### src/rtl/gpio_pkg.sv
package gpio_pkg;
  localparam int ADDR_W = 2;

  typedef enum logic [ADDR_W-1:0] {
    REG_PIN = 2'd0,
    REG_DIR = 2'd1,
    REG_OUT = 2'd2,
    REG_RSV = 2'd3
  } gpio_reg_e;
endpackage

### src/rtl/gpio_sync.sv
module gpio_sync #(
  parameter int WIDTH       = 8,
  parameter int SYNC_STAGES = 2
) (
  input  logic             clk,
  input  logic             rst,
  input  logic [WIDTH-1:0] d_in,
  output logic [WIDTH-1:0] q_out
);
  localparam int CNT_W = $clog2(SYNC_STAGES + 2) + 1;

  logic [WIDTH-1:0] stg [SYNC_STAGES];

  generate
    for (genvar s = 0; s < SYNC_STAGES; s++) begin : g_stage
      if (s == 0) begin : g_first
        always_ff @(posedge clk) begin
          if (rst) stg[s] <= '0;
          else     stg[s] <= d_in;
        end
      end else begin : g_next
        always_ff @(posedge clk) begin
          if (rst) stg[s] <= '0;
          else     stg[s] <= stg[s-1];
        end
      end
    end
  endgenerate

  assign q_out = stg[SYNC_STAGES-1];

  // checker state: number of edges the input has held its value
  logic [WIDTH-1:0] chk_prev;
  logic [CNT_W-1:0] chk_cnt;
  always_ff @(posedge clk) begin
    chk_prev <= d_in;
    if (rst || d_in != chk_prev) chk_cnt <= '0;
    else if (chk_cnt <= CNT_W'(SYNC_STAGES)) chk_cnt <= chk_cnt + 1'b1;
  end


  sync_settle_chk: assert property (@(posedge clk) disable iff (rst)
    (chk_cnt > CNT_W'(SYNC_STAGES)) |-> (q_out == chk_prev));
endmodule

### src/rtl/gpio_regs.sv
module gpio_regs
  import gpio_pkg::*;
#(
  parameter int WIDTH = 8
) (
  input  logic              clk,
  input  logic              rst,
  input  logic              wr_en,
  input  logic [ADDR_W-1:0] addr,
  input  logic [WIDTH-1:0]  wr_data,
  input  logic [WIDTH-1:0]  pin_val,
  output logic [WIDTH-1:0]  dir_q,
  output logic [WIDTH-1:0]  out_q,
  output logic [WIDTH-1:0]  rd_data
);
  always_ff @(posedge clk) begin
    if (rst) begin
      dir_q <= '0;
      out_q <= '0;
    end else if (wr_en) begin
      if (addr == REG_DIR) dir_q <= wr_data;
      if (addr == REG_OUT) out_q <= wr_data;
    end
  end

  always_comb begin
    case (addr)
      REG_PIN: rd_data = pin_val;
      REG_DIR: rd_data = dir_q;
      REG_OUT: rd_data = out_q;
      default: rd_data = '0;
    endcase
  end


  dir_wr_chk: assert property (@(posedge clk) disable iff (rst)
    (wr_en && addr == REG_DIR) |=> (dir_q == $past(wr_data)));


  out_wr_chk: assert property (@(posedge clk) disable iff (rst)
    (wr_en && addr == REG_OUT) |=> (out_q == $past(wr_data)));


  ro_wr_ignored_chk: assert property (@(posedge clk) disable iff (rst)
    (wr_en && (addr == REG_PIN || addr == REG_RSV)) |=> ($stable(dir_q) && $stable(out_q)));
endmodule

### src/rtl/gpio_pad_ctl.sv
module gpio_pad_ctl #(
  parameter int WIDTH = 8
) (
  input  logic [WIDTH-1:0] dir_q,
  input  logic [WIDTH-1:0] out_q,
  output logic [WIDTH-1:0] pad_oe,
  output logic [WIDTH-1:0] pad_do,
  output logic [WIDTH-1:0] pad_pu
);
  generate
    for (genvar b = 0; b < WIDTH; b++) begin : g_bit
      assign pad_oe[b] = dir_q[b];
      assign pad_do[b] = dir_q[b] & out_q[b];
      assign pad_pu[b] = ~dir_q[b] & out_q[b];
    end
  endgenerate
endmodule

### src/rtl/gpio_port.sv
module gpio_port
  import gpio_pkg::*;
#(
  parameter int WIDTH       = 8,
  parameter int SYNC_STAGES = 2
) (
  input  logic              clk,
  input  logic              rst,
  input  logic              wr_en,
  input  logic [ADDR_W-1:0] addr,
  input  logic [WIDTH-1:0]  wr_data,
  output logic [WIDTH-1:0]  rd_data,
  input  logic [WIDTH-1:0]  pad_in,
  output logic [WIDTH-1:0]  pad_oe,
  output logic [WIDTH-1:0]  pad_do,
  output logic [WIDTH-1:0]  pad_pu
);
  logic [WIDTH-1:0] pin_val;
  logic [WIDTH-1:0] dir_q;
  logic [WIDTH-1:0] out_q;

  gpio_sync #(.WIDTH(WIDTH), .SYNC_STAGES(SYNC_STAGES)) u_sync (
    .clk(clk), .rst(rst), .d_in(pad_in), .q_out(pin_val)
  );

  gpio_regs #(.WIDTH(WIDTH)) u_regs (
    .clk(clk), .rst(rst), .wr_en(wr_en), .addr(addr), .wr_data(wr_data),
    .pin_val(pin_val), .dir_q(dir_q), .out_q(out_q), .rd_data(rd_data)
  );

  gpio_pad_ctl #(.WIDTH(WIDTH)) u_pad (
    .dir_q(dir_q), .out_q(out_q),
    .pad_oe(pad_oe), .pad_do(pad_do), .pad_pu(pad_pu)
  );


  rst_clear_chk: assert property (@(posedge clk) disable iff (rst)
    $past(rst) |-> (pad_oe == '0 && pad_pu == '0 && pad_do == '0));


  pu_oe_excl_chk: assert property (@(posedge clk) disable iff (rst)
    ((pad_pu & pad_oe) == '0));


  in_do_low_chk: assert property (@(posedge clk) disable iff (rst)
    ((pad_do & ~pad_oe) == '0));
endmodule

### config.mk
export PLATFORM = sky130hd
export DESIGN_NAME = gpio_port
export DESIGN_NICKNAME = d
export VERILOG_FILES = /design/src/rtl/gpio_pkg.sv /design/src/rtl/gpio_sync.sv /design/src/rtl/gpio_regs.sv /design/src/rtl/gpio_pad_ctl.sv /design/src/rtl/gpio_port.sv
export SDC_FILE = /design/constraint.sdc
export NUM_CORES = 1
export LEC_CHECK = 0
export BUFFER_PORTS_ARGS = -buffer_cell sky130_fd_sc_hd__buf_2
export CAP_MARGIN = 20
export CORE_ASPECT_RATIO = 1.5
export CORE_MARGIN = 10
export CORE_UTILIZATION = 48
export DETAILED_ROUTE_END_ITERATION = 16
export GPL_ROUTABILITY_DRIVEN = 0
export HOLD_SLACK_MARGIN = 0.05
export PLACE_DENSITY = 0.78
export SYNTH_ARGS = -nofsm -noshare
export SYNTH_HDL_FRONTEND = slang
export SYNTH_SLANG_ARGS = --single-unit
export TNS_END_PERCENT = 1
### constraint.sdc
create_clock -name clk -period 0.8 [get_ports clk]
set_input_delay 0 -clock clk [delete_from_list [all_inputs] [get_ports clk]]
set_output_delay 0 -clock clk [all_outputs]
set_load 0.02 [all_outputs]
==> run summary <==
n_diodes - 0
skew final - 3.32 ps
first-pass GRT wire length - 6.11 mm
vias per cell - 4.82
Crit Reg-Reg Endpoint - u_regs.out_q[5]$_SDFFE_PP0P_
Crit path largest cell delay - 370 ps
HP Class - primary input to flop
Seq/Total Area, Yosys - 0.450
final hold viol count - 0
Commonest cells post-synth - dfxtp_1, nor2b_1, mux2i_1, nand2b_1
gr usage total - 0.138
DRT Wirelength - 4.00 mm
pwr/cell area - 1540 nW/um^2
peak supply drop - 1310 uV
first-pass detailed-route iteration total - 4
placed insts - 228
post-synth cell types - 11
Die Wd - 64.5 um
crit path capture - rd_data[7]
CTS Buf Count - 5
Max Cap Violations - 0
Critical Path Start - u_regs.dir_q[7]$_SDFFE_PP0P_
Seq cells post-synth - 32
path depth of the worst reg2reg path - 2
Tot Pwr - 3.57 mW
layout cell share with drive strength beyond 1 - 0.512
number of buffers added on ports - 52
Slew Limit Fails - 0
GRT overflow - 0
Initial Util - 0.494
post-DP HPWL - 2.64 mm
# IOs - 53
Peak Freq - 0.956 GHz
clock latency on the worst-skew pair - 280 ps
setup ws final - -246 ps
r2r startpoint - u_regs.out_q[5]$_SDFFE_PP0P_
Area growth, synth to finish - 62.8%
pin count of the biggest net entering global routing - 31
# nets final - 234
Worst Path Max Fanout - 5
area leader, netlist - dfxtp_1
RSZ-0062 raised after global routing - yes
Slew headroom - 0.723
clk sinks - 32
crit path DAT - 1050 ps
drt drc - 0
vias in the first global route - 1244
yosys warns - 0
DIE AREA - 5590 um^2
reg2reg setup slack - 100 ps
Core Rows - 24
leakage power - 1.06 nW
failing checks - negative setup slack
Layout Cells excl Fill - 252
Synth top area share - 0.450
Primary FF master, synth - dfxtp_1
Core ar. - 2880 um^2
Tcrit/Tclk final - 1.31
CP max stage cell - dfxtp_4
Mapped Nets - 155
Root Buffer - clkbuf_8
required time of the critical path - 800 ps
# fillers - 192
min cycle time layout - 1050 ps
initial antenna violation count - 0
via count - 1215
Syn Std Cell Area - 1430 um^2
CTS clk-pin slew, worst paths - 60 ps
clk buf depth - 2
Mapped Cells - 134
EDFF count, synth - 0
actual slew at the worst max-slew pin - 416 ps
post-route ant nets - 0
main area contributors after synthesis - dfxtp_1, mux2i_1, nor2b_1
CTS tree - built
Startpoint Class - flop
cell with the most instances after synthesis - dfxtp_1
final setup violation count - 27
chip height - 86.7 um
Syn Area/Cell - 10.6 um^2
kind of critical path - flop to primary output
CP endpoint kind - primary output
ys async rst share - 0
cells along the critical path - mux2i_2 -> o2bb2ai_2 -> buf_6
H-tree levels - 2
drt initial violations - 20
DR WL/cell - 15.9 um
outcome - finished, violations left
## layer usage
metal  vias to the layer above  track usage  wire [um]
met1                       569        0.130       1500
met5                         -            0          0
li1                        601            -          -
met3                        10       0.0568        228
met4                         0       0.0703         98
met2                        35        0.246       2180
## registers in the layout (all words and copies together) (netlist names)
register and flops:
u_regs.dir_q 8, u_sync.stg 16, u_regs.out_q 8
## how the worst min path moves through the flow
stage | slack (ps) | to | depth (start not counted) | from
finish | 100 | u_regs.out_q[6]$_SDFFE_PP0P_ | 3 | wr_en
global route | 110 | u_regs.out_q[7]$_SDFFE_PP0P_ | 3 | wr_en
CTS | 90 | u_regs.out_q[6]$_SDFFE_PP0P_ | 3 | wr_en
detailed placement | 210 | u_sync.stg[0][0]$_SDFF_PP0_ | 2 | pad_in[0]
global placement | 210 | u_sync.stg[0][2]$_SDFF_PP0_ | 2 | pad_in[2]
floorplan | 130 | u_sync.stg[0][0]$_SDFF_PP0_ | 1 | pad_in[0]
## through the flow
step                      setup slack (ps)  utilization  area [um^2]  TNS, ps  hold WS (ps)
after global placement                32.7        0.630         1820        0           207
final                                 -246        0.805         2320    -3940          96.5
after detailed placement             -7.09        0.630         1820    -7.09           214
after CTS                             -225        0.773         2230    -3960          90.7
after global routing                  -271        0.805         2320    -4970           114
after floorplan                      -37.8            -         1480     -262           128
## worst max-delay path: cells and delay by family, from the launching register on
family,cells,cell delay [ps]
AOI/OAI and AO/OA,1,80
buffers and inverters,1,130
DFF,1,370
muxes,1,180
## cell families after synthesis
group / Yosys count / synth area share
flops: 32 / 0.450
buf+inv: 9 / 0.0421
mux: 24 / 0.169
compound gates: 8 / 0.0492
simple gates: 61 / 0.291
## timing repair
action,4_1_cts,5_1_grt
pin swaps,0,2
setup buffers,1,0
endpoints found under the setup margin,32,32
endpoints found under the hold margin,24,0
gates resized for setup,59,30
hold buffers,16,0
## placed cells by master (no fill, tap or decap)
| cell type | Yosys | layout |
|---|---|---|
| clkbuf_8 | 0 | 7 |
| mux2i_1 | 24 | 21 |
| dlygate4sd3_1 | 0 | 16 |
| and2_4 | 0 | 4 |
| and2_1 | 8 | 4 |
| mux2i_2 | 0 | 3 |
| nor2b_4 | 0 | 1 |
| nor2b_2 | 0 | 3 |
| nand3b_4 | 2 | 2 |
| and3b_1 | 2 | 2 |
| buf_2 | 0 | 22 |
| nand2b_1 | 24 | 24 |
| dfxtp_4 | 0 | 8 |
| nor2b_1 | 25 | 21 |
| dfxtp_2 | 0 | 8 |
| buf_4 | 1 | 19 |
| o2bb2ai_2 | 0 | 8 |
| buf_6 | 3 | 24 |
| dfxtp_1 | 32 | 16 |
## area by class of cell
type	count	area, um^2	share of cell area
multi-input combinational	93	811	0.350
sequential	32	681	0.293
timing repair buffer	81	683	0.294
clock buffer	7	96.3	0.0415
tap	39	48.8	0.0210
## report_power, final
part	internal, mW	switching [mW]	leakage [nW]
combinational	0.313	0.244	0.740
sequential	1.65	0.0499	0.272
clock	0.765	0.552	0.0503
total	2.72	0.846	1.06
Note: power is estimated with default switching activity, not from simulation.
